==> config.mk <==
export PLATFORM = sky130hd
export DESIGN_NAME = pfq_manager
export DESIGN_NICKNAME = d
export VERILOG_FILES = /design/src/rtl/pfq_pkg.sv /design/src/rtl/pfq_match.sv /design/src/rtl/pfq_evcnt.sv /design/src/rtl/pfq_store.sv /design/src/rtl/pfq_issue.sv /design/src/rtl/pfq_manager.sv
export SDC_FILE = /design/constraint.sdc
export NUM_CORES = 2
export LEC_CHECK = 0
export BUFFER_PORTS_ARGS = -buffer_cell sky130_fd_sc_hd__buf_2
export CAP_MARGIN = 30
export CORE_AREA = 2 2 369 371
export DETAILED_ROUTE_END_ITERATION = 6
export DIE_AREA = 0 0 371 373
export HOLD_SLACK_MARGIN = 0.06
export SLEW_MARGIN = 30
export SYNTH_ARGS = -nofsm -noshare
export SYNTH_HDL_FRONTEND = slang
export SYNTH_SLANG_ARGS = --single-unit
==> constraint.sdc <==
create_clock -name clk -period 24.9 [get_ports clk]
set_input_delay 2.49 -clock clk [delete_from_list [all_inputs] [get_ports clk]]
set_output_delay 2.49 -clock clk [all_outputs]
set_load 0.01 [all_outputs]
==> src/rtl/pfq_pkg.sv <==
package pfq_pkg;

  typedef enum logic [1:0] {
    ST_IDLE   = 2'd0,
    ST_LOOKUP = 2'd1,
    ST_ISSUE  = 2'd2
  } pfq_state_e;

  // event counter slots
  localparam int EV_IDENT  = 0;
  localparam int EV_DUP    = 1;
  localparam int EV_EVICT  = 2;
  localparam int EV_CANCEL = 3;
  localparam int EV_SQUASH = 4;
  localparam int EV_ISSUED = 5;
  localparam int EV_SKIP   = 6;
  localparam int NUM_EV    = 7;

endpackage

==> src/rtl/pfq_match.sv <==
// Parallel block-address compare of one key against every live entry.
module pfq_match #(
  parameter int DEPTH = 8,
  parameter int AW    = 32
) (
  input  logic [AW-1:0]    key,
  input  logic [AW-1:0]    ents [DEPTH],
  input  logic [DEPTH-1:0] live,
  output logic [DEPTH-1:0] hit
);
  for (genvar g = 0; g < DEPTH; g++) begin : g_cmp
    assign hit[g] = live[g] && (ents[g] == key);
  end
endmodule

==> src/rtl/pfq_evcnt.sv <==
// Wrapping event counter that accepts multi-unit increments.
module pfq_evcnt #(
  parameter int CW = 16,
  parameter int IW = 4
) (
  input  logic          clk,
  input  logic          rst_n,
  input  logic [IW-1:0] inc,
  output logic [CW-1:0] cnt
);
  logic [CW-1:0] cnt_q, cnt_n;
  logic          cnt_en;

  assign cnt_en = (inc != '0);
  assign cnt_n  = cnt_q + CW'(inc);

  always_ff @(posedge clk or negedge rst_n) begin
    if (!rst_n)      cnt_q <= '0;
    else if (cnt_en) cnt_q <= cnt_n;
  end

  assign cnt = cnt_q;
endmodule

==> src/rtl/pfq_store.sv <==
// Shift-compacted entry array: cancel, squash, pop, dedup, evict and append.
module pfq_store #(
  parameter int DEPTH = 8,
  parameter int AW    = 32,
  parameter int TW    = 32,
  parameter int DW    = 16,
  localparam int CNTW = $clog2(DEPTH + 1)
) (
  input  logic            clk,
  input  logic            rst_n,
  input  logic            cfg_squash,
  input  logic            note_acc,
  input  logic [AW-1:0]   note_blk,
  input  logic [TW-1:0]   note_time,
  input  logic            cand_take,
  input  logic [AW-1:0]   cand_blk,
  input  logic [DW-1:0]   cand_delay,
  input  logic            pop,
  output logic [AW-1:0]   head_blk,
  output logic [TW-1:0]   head_rdy,
  output logic [CNTW-1:0] q_count,
  output logic [CNTW-1:0] inc_ident,
  output logic [CNTW-1:0] inc_dup,
  output logic [CNTW-1:0] inc_evict,
  output logic [CNTW-1:0] inc_cancel,
  output logic [CNTW-1:0] inc_squash
);
  logic [AW-1:0]   blk_q [DEPTH];
  logic [TW-1:0]   rdy_q [DEPTH];
  logic [CNTW-1:0] cnt_q;
  logic [TW-1:0]   base_q;

  logic [AW-1:0]   a_blk [DEPTH];
  logic [TW-1:0]   a_rdy [DEPTH];
  logic [CNTW-1:0] a_cnt;
  logic [AW-1:0]   n_blk [DEPTH];
  logic [TW-1:0]   n_rdy [DEPTH];
  logic [CNTW-1:0] n_cnt;
  logic [TW-1:0]   base_n;

  logic [DEPTH-1:0] live_q, live_a, can_hit, dup_hit;
  logic [CNTW-1:0]  keep;
  logic [CNTW-1:0]  can_idx;

  for (genvar g = 0; g < DEPTH; g++) begin : g_live
    assign live_q[g] = CNTW'(g) < cnt_q;
    assign live_a[g] = CNTW'(g) < a_cnt;
  end

  pfq_match #(.DEPTH(DEPTH), .AW(AW)) u_cancel_cmp (
    .key(note_blk), .ents(blk_q), .live(live_q), .hit(can_hit)
  );

  // stage A: miss cancel, tail squash, issue pop
  always_comb begin
    a_blk      = blk_q;
    a_rdy      = rdy_q;
    a_cnt      = cnt_q;
    inc_cancel = '0;
    inc_squash = '0;
    can_idx    = '0;
    keep       = '0;
    for (int i = 0; i < DEPTH; i++) begin
      if (can_hit[i]) can_idx = CNTW'(i);
    end
    if (note_acc && (can_hit != '0)) begin
      for (int i = 0; i < DEPTH - 1; i++) begin
        if (CNTW'(i) >= can_idx) begin
          a_blk[i] = blk_q[i+1];
          a_rdy[i] = rdy_q[i+1];
        end
      end
      a_cnt      = cnt_q - CNTW'(1);
      inc_cancel = CNTW'(1);
    end
    if (note_acc && cfg_squash) begin
      for (int i = 0; i < DEPTH; i++) begin
        if ((CNTW'(i) < a_cnt) && (a_rdy[i] < note_time)) keep = CNTW'(i + 1);
      end
      inc_squash = a_cnt - keep;
      a_cnt      = keep;
    end
    if (pop && (a_cnt != '0)) begin
      for (int i = 0; i < DEPTH - 1; i++) begin
        a_blk[i] = a_blk[i+1];
        a_rdy[i] = a_rdy[i+1];
      end
      a_cnt = a_cnt - CNTW'(1);
    end
  end

  pfq_match #(.DEPTH(DEPTH), .AW(AW)) u_dup_cmp (
    .key(cand_blk), .ents(a_blk), .live(live_a), .hit(dup_hit)
  );

  // stage B: candidate dedup, full eviction, append
  always_comb begin
    n_blk     = a_blk;
    n_rdy     = a_rdy;
    n_cnt     = a_cnt;
    inc_ident = '0;
    inc_dup   = '0;
    inc_evict = '0;
    base_n    = note_acc ? note_time : base_q;
    if (cand_take) begin
      inc_ident = CNTW'(1);
      if (dup_hit != '0) begin
        inc_dup = CNTW'(1);
      end else begin
        if (a_cnt == CNTW'(DEPTH)) begin
          for (int i = 0; i < DEPTH - 1; i++) begin
            n_blk[i] = a_blk[i+1];
            n_rdy[i] = a_rdy[i+1];
          end
          n_cnt     = a_cnt - CNTW'(1);
          inc_evict = CNTW'(1);
        end
        for (int i = 0; i < DEPTH; i++) begin
          if (CNTW'(i) == n_cnt) begin
            n_blk[i] = cand_blk;
            n_rdy[i] = base_q + TW'(cand_delay);
          end
        end
        n_cnt = n_cnt + CNTW'(1);
      end
    end
  end

  always_ff @(posedge clk or negedge rst_n) begin
    if (!rst_n) begin
      for (int i = 0; i < DEPTH; i++) begin
        blk_q[i] <= '0;
        rdy_q[i] <= '0;
      end
      cnt_q  <= '0;
      base_q <= '0;
    end else begin
      blk_q  <= n_blk;
      rdy_q  <= n_rdy;
      cnt_q  <= n_cnt;
      base_q <= base_n;
    end
  end

  assign head_blk = blk_q[0];
  assign head_rdy = (cnt_q != '0) ? rdy_q[0] : '0;
  assign q_count  = cnt_q;
endmodule

==> src/rtl/pfq_issue.sv <==
// Issue path: idle, head lookup, then issue or skip on the response.
module pfq_issue import pfq_pkg::*; #(
  parameter int DEPTH = 8,
  parameter int AW    = 32,
  localparam int CNTW = $clog2(DEPTH + 1)
) (
  input  logic            clk,
  input  logic            rst_n,
  input  logic            issue_req,
  input  logic            note_acc,
  input  logic [CNTW-1:0] q_count,
  input  logic [AW-1:0]   head_blk,
  input  logic            rsp_cache,
  input  logic            rsp_mshr,
  output logic            lkup_req,
  output logic [AW-1:0]   lkup_blk,
  output logic            pop,
  output logic            issue_valid,
  output logic [AW-1:0]   issue_blk,
  output logic            issue_none,
  output logic [CNTW-1:0] inc_issued,
  output logic [CNTW-1:0] inc_skip
);
  pfq_state_e    st_q, st_n;
  logic [AW-1:0] tag_q, tag_n;
  logic          tag_en;

  always_comb begin
    st_n        = st_q;
    tag_n       = tag_q;
    tag_en      = 1'b0;
    lkup_req    = 1'b0;
    pop         = 1'b0;
    issue_valid = 1'b0;
    issue_none  = 1'b0;
    inc_issued  = '0;
    inc_skip    = '0;
    unique case (st_q)
      ST_IDLE: begin
        if (issue_req) begin
          if (q_count == '0) issue_none = 1'b1;
          else               st_n       = ST_LOOKUP;
        end
      end
      ST_LOOKUP: begin
        if (q_count == '0) begin
          issue_none = 1'b1;
          st_n       = ST_IDLE;
        end else begin
          lkup_req = 1'b1;
          tag_n    = head_blk;
          tag_en   = 1'b1;
          st_n     = note_acc ? ST_LOOKUP : ST_ISSUE;
        end
      end
      ST_ISSUE: begin
        if (note_acc || (q_count == '0) || (head_blk != tag_q)) begin
          st_n = ST_LOOKUP;
        end else if (rsp_cache || rsp_mshr) begin
          pop      = 1'b1;
          inc_skip = CNTW'(1);
          if (q_count == CNTW'(1)) begin
            issue_none = 1'b1;
            st_n       = ST_IDLE;
          end else begin
            st_n = ST_LOOKUP;
          end
        end else begin
          pop         = 1'b1;
          issue_valid = 1'b1;
          inc_issued  = CNTW'(1);
          st_n        = ST_IDLE;
        end
      end
      default: st_n = ST_IDLE;
    endcase
  end

  always_ff @(posedge clk or negedge rst_n) begin
    if (!rst_n) begin
      st_q  <= ST_IDLE;
      tag_q <= '0;
    end else begin
      st_q <= st_n;
      if (tag_en) tag_q <= tag_n;
    end
  end

  assign lkup_blk  = head_blk;
  assign issue_blk = head_blk;
endmodule

==> src/rtl/pfq_manager.sv <==
module pfq_manager import pfq_pkg::*; #(
  parameter int AW        = 32,
  parameter int TW        = 32,
  parameter int DW        = 16,
  parameter int DEPTH     = 8,
  parameter int BLK_BYTES = 64,
  parameter int CW        = 16
) (
  input  logic          clk,
  input  logic          rst_n,
  input  logic          cfg_data_only,
  input  logic          cfg_serial_squash,
  input  logic          miss_valid,
  input  logic [AW-1:0] miss_addr,
  input  logic [TW-1:0] miss_time,
  input  logic          miss_uncache,
  input  logic          miss_ifetch,
  input  logic          cand_valid,
  input  logic [AW-1:0] cand_addr,
  input  logic [DW-1:0] cand_delay,
  input  logic          issue_req,
  input  logic          lkup_in_cache,
  input  logic          lkup_in_mshr,
  output logic          lkup_req,
  output logic [AW-1:0] lkup_addr,
  output logic          issue_valid,
  output logic [AW-1:0] issue_addr,
  output logic          issue_none,
  output logic          pf_bus_req,
  output logic [TW-1:0] head_ready_time,
  output logic [CW-1:0] cnt_identified,
  output logic [CW-1:0] cnt_dup,
  output logic [CW-1:0] cnt_evicted,
  output logic [CW-1:0] cnt_cancelled,
  output logic [CW-1:0] cnt_squashed,
  output logic [CW-1:0] cnt_issued,
  output logic [CW-1:0] cnt_skipped
);
  localparam int CNTW = $clog2(DEPTH + 1);
  localparam logic [AW-1:0] BLK_MASK = {AW{1'b1}} << $clog2(BLK_BYTES);

  logic            note_acc, cand_take, pop;
  logic [AW-1:0]   miss_blk, cand_blk, head_blk;
  logic [CNTW-1:0] q_count;
  logic [CNTW-1:0] ev_inc [NUM_EV];
  logic [CW-1:0]   ev_cnt [NUM_EV];

  assign note_acc  = miss_valid && !miss_uncache && !(miss_ifetch && cfg_data_only);
  assign cand_take = cand_valid && !note_acc;
  assign miss_blk  = miss_addr & BLK_MASK;
  assign cand_blk  = cand_addr & BLK_MASK;

  pfq_store #(.DEPTH(DEPTH), .AW(AW), .TW(TW), .DW(DW)) u_store (
    .clk        (clk),
    .rst_n      (rst_n),
    .cfg_squash (cfg_serial_squash),
    .note_acc   (note_acc),
    .note_blk   (miss_blk),
    .note_time  (miss_time),
    .cand_take  (cand_take),
    .cand_blk   (cand_blk),
    .cand_delay (cand_delay),
    .pop        (pop),
    .head_blk   (head_blk),
    .head_rdy   (head_ready_time),
    .q_count    (q_count),
    .inc_ident  (ev_inc[EV_IDENT]),
    .inc_dup    (ev_inc[EV_DUP]),
    .inc_evict  (ev_inc[EV_EVICT]),
    .inc_cancel (ev_inc[EV_CANCEL]),
    .inc_squash (ev_inc[EV_SQUASH])
  );

  pfq_issue #(.DEPTH(DEPTH), .AW(AW)) u_issue (
    .clk         (clk),
    .rst_n       (rst_n),
    .issue_req   (issue_req),
    .note_acc    (note_acc),
    .q_count     (q_count),
    .head_blk    (head_blk),
    .rsp_cache   (lkup_in_cache),
    .rsp_mshr    (lkup_in_mshr),
    .lkup_req    (lkup_req),
    .lkup_blk    (lkup_addr),
    .pop         (pop),
    .issue_valid (issue_valid),
    .issue_blk   (issue_addr),
    .issue_none  (issue_none),
    .inc_issued  (ev_inc[EV_ISSUED]),
    .inc_skip    (ev_inc[EV_SKIP])
  );

  for (genvar g = 0; g < NUM_EV; g++) begin : g_cnt
    pfq_evcnt #(.CW(CW), .IW(CNTW)) u_cnt (
      .clk(clk), .rst_n(rst_n), .inc(ev_inc[g]), .cnt(ev_cnt[g])
    );
  end

  assign pf_bus_req     = (q_count != '0);
  assign cnt_identified = ev_cnt[EV_IDENT];
  assign cnt_dup        = ev_cnt[EV_DUP];
  assign cnt_evicted    = ev_cnt[EV_EVICT];
  assign cnt_cancelled  = ev_cnt[EV_CANCEL];
  assign cnt_squashed   = ev_cnt[EV_SQUASH];
  assign cnt_issued     = ev_cnt[EV_ISSUED];
  assign cnt_skipped    = ev_cnt[EV_SKIP];
endmodule

==> Word level (Yosys, flattened, before mapping) <==
Index checks and enable logic that the tools add are counted.
{ "totals": {"reg_bits": 688, "out_inout_bits": 212} }
{ "op_classes": {"add_sub_neg": 13, "n_lt_le_gt_ge": 39, "n_eq_ne": 30, "muxes": 100, "bitwise_logic": 2, "reduce_logical": 54} }
{ "op_table": {"columns": ["cell", "n"], "rows": [
  ["224-bit 2-to-1 mux", 6],
  ["256-bit 2-to-1 mux", 4],
  ["32-bit 2-to-1 mux", 31],
  ["32-bit equality test", 14],
  ["32-bit < comparator", 8],
  ["4-bit 2-to-1 mux", 24],
  ["16-bit by 4-bit adder with 16-bit output", 5],
  ["26-bit equality test", 2],
  ["3-bit by 4-bit < comparator with 1-bit output, first input constant", 12],
  ["4-bit nonzero test", 9],
  ["16-bit by 1-bit adder with 16-bit output", 2],
  ["32-bit by 16-bit adder with 32-bit output", 1],
  ["32-bit != test", 1],
  ["1-bit logical AND", 31],
  ["1-bit by 4-bit < comparator with 1-bit output, first input constant", 6],
  ["2-bit by 4-bit < comparator with 1-bit output, first input constant", 6],
  ["1-bit 2-to-1 mux", 22],
  ["3-bit by 4-bit equality test with 1-bit output, first input constant", 4],
  ["8-bit nonzero test", 2],
  ["2-bit 2-to-1 mux", 7],
  ["3-bit by 4-bit >= comparator with 1-bit output, first input constant", 3],
  ["3-bit 2-to-1 mux", 4],
  ["4-bit by 1-bit subtractor with 4-bit output, second input constant", 3],
  ["2-bit by 4-bit equality test with 1-bit output, first input constant", 2],
  ["19 further kinds", 29]
]} }

==> Logic depth before layout (Yosys ltp) <==
{ "depth": {"word_depth": 36, "mapped_depth": 59} }

==> Cells and area by module <==
Synthesis repeated with hierarchy kept, for this count alone.
{ "hier_totals": {"hier_cells": 6183, "area_unflattened_um2": 54282.1} }
{ "by_module_without_submodules": {"columns": ["mod", "n_inst", "cells_each", "area_per_inst_um2"], "rows": [
  ["pfq_store", 1, 4696, 39713.1],
  ["pfq_match", 2, 384, 3190.6],
  ["pfq_evcnt", 7, 70, 838.3],
  ["pfq_issue", 1, 223, 2284.7],
  ["pfq_manager", 1, 6, 35.0]
]} }

==> Worst setup path after synthesis <==
No wires, ideal clock.
{ "synth_timing": {"path_type": "input-to-reg", "startpoint": "input port miss_addr[27]", "endpoint": "register u_store.blk_q[82] (netlist bit)", "t_arrival_ps": 13205, "t_required_ps": 24779, "setup_slack_ps": 11574, "stages": 52, "cell_sequence": "clkbuf_1 -> xor2_1 -> or4_1 -> or3_1 -> or4_4 -> and4_1 -> buf_4 -> buf_2 -> a211oi_4 -> clkbuf_1 -> clkbuf_1 -> mux2i_1 -> inv_1 -> ha_1 -> a21o_1 -> a21o_1 -> a21o_1 -> a21o_1 -> [16 not listed] -> nor3_1 -> a211oi_1 -> o41ai_2 -> ha_1 -> nor2b_1 -> and2_1 -> clkbuf_1 -> buf_1 -> nand2_1 -> a21boi_0 -> inv_1 -> ha_1 -> and2_1 -> buf_4 -> nor2_1 -> clkbuf_1 -> a22oi_1 -> o22a_1"} }
{ "synth_rtl": {"columns": ["element", "line_no", "text"], "rows": [
  ["start, declared", "pfq_manager.sv:14", "input logic [AW-1:0] miss_addr,"],
  ["end signal, assigned", "pfq_store.sv:138", "blk_q <= n_blk;"],
  ["end, declared", "pfq_store.sv:28", "logic [AW-1:0] blk_q [DEPTH];"]
]} }

==> summary.md <==
| Metric | Value |
|---|---|
| Cts repair resizes | `0` |
| Met2 Wirelength | `98200 microns` |
| Synthesized area | `53400 sq um` |
| Mapped Cells | `6090` |
| Number of synthesized register bits | `688` |
| DRC | `7` |
| Vias in the first global route | `49.3k` |
| Power density over the cells | `122 nW/um^2` |
| Final std cells w/o fill | `7969` |
| Reg2Reg Capture Point | `u_store.rdy_q[42]` |
| Initial DRC count | `5950` |
| EDFF count, synth | `0` |
| Fin. Hold Viols | `0` |
| DRT Pass-1 Iters | `7` |
| Slew HR | `29.2%` |
| Final setup violation count | `0` |
| RSZ-0062 raised after global routing | `false` |
| Layout cells sized above 1 | `12.5%` |
| Area leader, netlist | `dfrtp_1` |
| Kind of critical path | `in -> reg` |
| Worst Hold Class | `reg -> reg` |
| Largest net degree at the start of global routing | `174` |
| Met3 Wirelength | `26900 microns` |
| Final slew viol count | `0` |
| I/O pin total | `335` |
| Gpl congestion | `1.01` |
| Reg2reg start | `u_store.q_count[0]` |
| Worst VDD drop | `0.159 mV` |
| Placed instance count | `7806` |
| Crit Path Max Fanout | `76` |
| Clock transition at path regs | `60 ps` |
| Synth Net Count | `6510` |
| Syn. warnings | `0` |
| Sink Count | `688` |
| Failing checks | `design-rule violations` |
| Run status | `finished, violations left` |
| Top sig layer | `met5` |
| Filler instances | `13.4k` |
| Final Util | `44.0%` |
| CP required | `25460 ps` |
| Post-CTS Setup Bufs | `0` |
| Lkg Pwr | `27.7 nW` |
| Nets | `6536` |
| Routed vias/inst | `6.49` |
| Die W | `371 microns` |
| Remaining global-route overflow | `0` |
| Hold Path End | `g_cnt[2].u_cnt.cnt[15]` |
| GRT Resource Usage Total | `33.3%` |
| R2R depth | `48` |
| P&R area growth vs syn | `10.9%` |
| Count leader, synth | `dfrtp_1` |
| Port Buf Inserts | `322` |
| Top cell type's share of synthesized area | `32.3%` |
| # hold bufs at CTS | `0` |
| Skew final | `45.8 ps` |
| Area of the multi-input gates | `32900 sq um` |
| Via count | `51.7k` |
| CP max stage cell | `buf_4` |
| HP Start | `g_cnt[2].u_cnt.cnt[15]` |
| Worst path most repeated cell | `buf_4` |
| Setup TNS | `0 ps` |
| Startpoint types | `primary input` |
| Unique masters post-synth | `101` |
| Worst Tran Pin Value | `1060 ps` |
| CTS root buf | `clkbuf_16` |
| Reg2reg setup slack | `9300 ps` |
| Hold path depth | `1` |
| # rows | `135` |
| Die H | `373 microns` |
| Maximum clock path buffer count | `3` |
| Initial Util | `39.6%` |
| Synth area leaders | `dfrtp_1 32%, mux2i_1 7.5%, ha_1 6.9%` |
| CP Capture Type | `register` |
| Post-synthesis async set-or-reset flop share | `100%` |
| Crit path time final | `16720 ps` |
| CTS tree | `yes` |
| Synth Flop Type | `dfrtp_1` |
| CTS Buf Count | `88` |
| H-tree Lvls | `3` |
| Routed WL per cell | `29.8 microns` |
| HPWL after DPL | `167000 microns` |
| First-pass GRT wire length | `345000 microns` |
| Met1 WL | `98700 microns` |
| Initial antenna violation count | `9` |
| F_max | `59.8 MHz` |
| Routed Antenna Nets | `0` |
| DRT Wirelength | `237000 microns` |
| Die area | `138000 sq um` |
| Max Cap Viol | `0` |
| Skew-Pair Late Insertion Delay | `760 ps` |
| Commonest cells in the netlist | `688 x dfrtp_1, 634 x nand2_1, 402 x mux2i_1` |
| Crit-path max cell delay | `870 ps` |
| Arrival @ worst endpoint | `17270 ps` |
| Avg Inst Size Synth | `8.76 sq um` |
| Tcrit/Tclk final | `67.1%` |
| Core footprint | `135000 sq um` |
| Sequential cell area | `17200 sq um` |
| Register area share after synthesis | `32.3%` |
## final cells by class
class | instances | share of cell area [%]
Multi-Input combinational cell | 4579 | 55.6
Tap cell | 1781 | 3.77
Inverter | 306 | 1.94
Clock buffer | 125 | 4.26
Timing Repair Buffer | 453 | 4.58
Sequential cell | 688 | 29.1
Antenna cell | 3 | 0.0127
Clock inverter | 34 | 0.746
## state kept, by name, summed over array words and instances (netlist names)
register	flops
u_store.a_blk	26
u_store.head_blk	32
u_issue.st_q	2
u_store.q_count	4
u_store.a_rdy	32
u_store.blk_q	192
u_store.rdy_q	224
u_issue.tag_q	32
g_cnt.u_cnt.cnt	112
u_store.base_q	32
## per-layer routing
| layer | up-vias | track usage (%) |
|---|---|---|
| li1 | 22293 | - |
| met1 | 25274 | 45.9 |
| met2 | 3387 | 47.7 |
| met3 | 750 | 8.92 |
| met4 | 16 | 16.4 |
| met5 | - | 0 |
## worst max path at each step
stage	to	cells after the start	startpoint	slack (ps)
2_1_floorplan	u_store.blk_q[82]	52	miss_addr[27]	11570
3_3_place_gp	u_store.blk_q[51]	47	miss_addr[29]	7550
3_5_place_dp	u_store.blk_q[51]	47	miss_addr[29]	7830
4_1_cts	u_store.blk_q[51]	47	miss_addr[29]	8590
5_1_grt	u_store.rdy_q[233]	40	miss_addr[24]	8130
6_report	u_store.rdy_q[233]	40	miss_addr[24]	8180
## cell families after synthesis
family	Yosys count	share of synthesized area, %
buf+inv	823	6.59
simple gates	1638	14.8
compound gates	1616	20.9
flops	688	32.3
fa+ha+maj	297	7.01
mux	531	10.3
xor+xnor	497	8.16
## where the power goes
| group | leakage (nW) | total [mW] | switching (mW) | internal [mW] |
|---|---|---|---|---|
| clock network | 1.45 | 1.34 | 0.570 | 0.772 |
| registers | 8.46 | 2.14 | 0.601 | 1.54 |
| logic | 17.8 | 3.74 | 2.28 | 1.46 |
## critical path, delay by kind of cell
kind	cells	cell delay, ps
muxes	2	750
buffers and inverters	8	4120
adders and majority gates	2	580
and+or+nand+nor	15	5730
xor gates and xnor gates	1	170
AOI/OAI and AO/OA	12	3160
## cell usage in the layout (no fill, tap or decap), drive strengths merged, types with 108 or more instances in the layout
cell type / n
o21ai: 260
dfrtp: 688
buf: 453
nand2: 637
nor3: 108
inv: 304
mux2i: 409
a2bb2oi: 202
xnor2: 286
a21oi: 246
nor2: 282
clkbuf: 125
o22ai: 328
a22oi: 121
mux2: 122
ha: 294
nand4: 150
xor2: 211
## per-stage QoR
stage / instance area (sq um) / hold WS [ps] / setup slack, ps / power (mW)
floorplan: 53400 / 450 / 11570 / 4.47
global placement: 56000 / 452 / 7550 / 5.68
detailed placement: 56100 / 457 / 7830 / 5.73
CTS: 59100 / 469 / 8590 / 7.09
global route: 59200 / 483 / 8130 / 7.59
finish: 59200 / 463 / 8180 / 7.22
No activity file was read; power rests on OpenSTA's default activity.
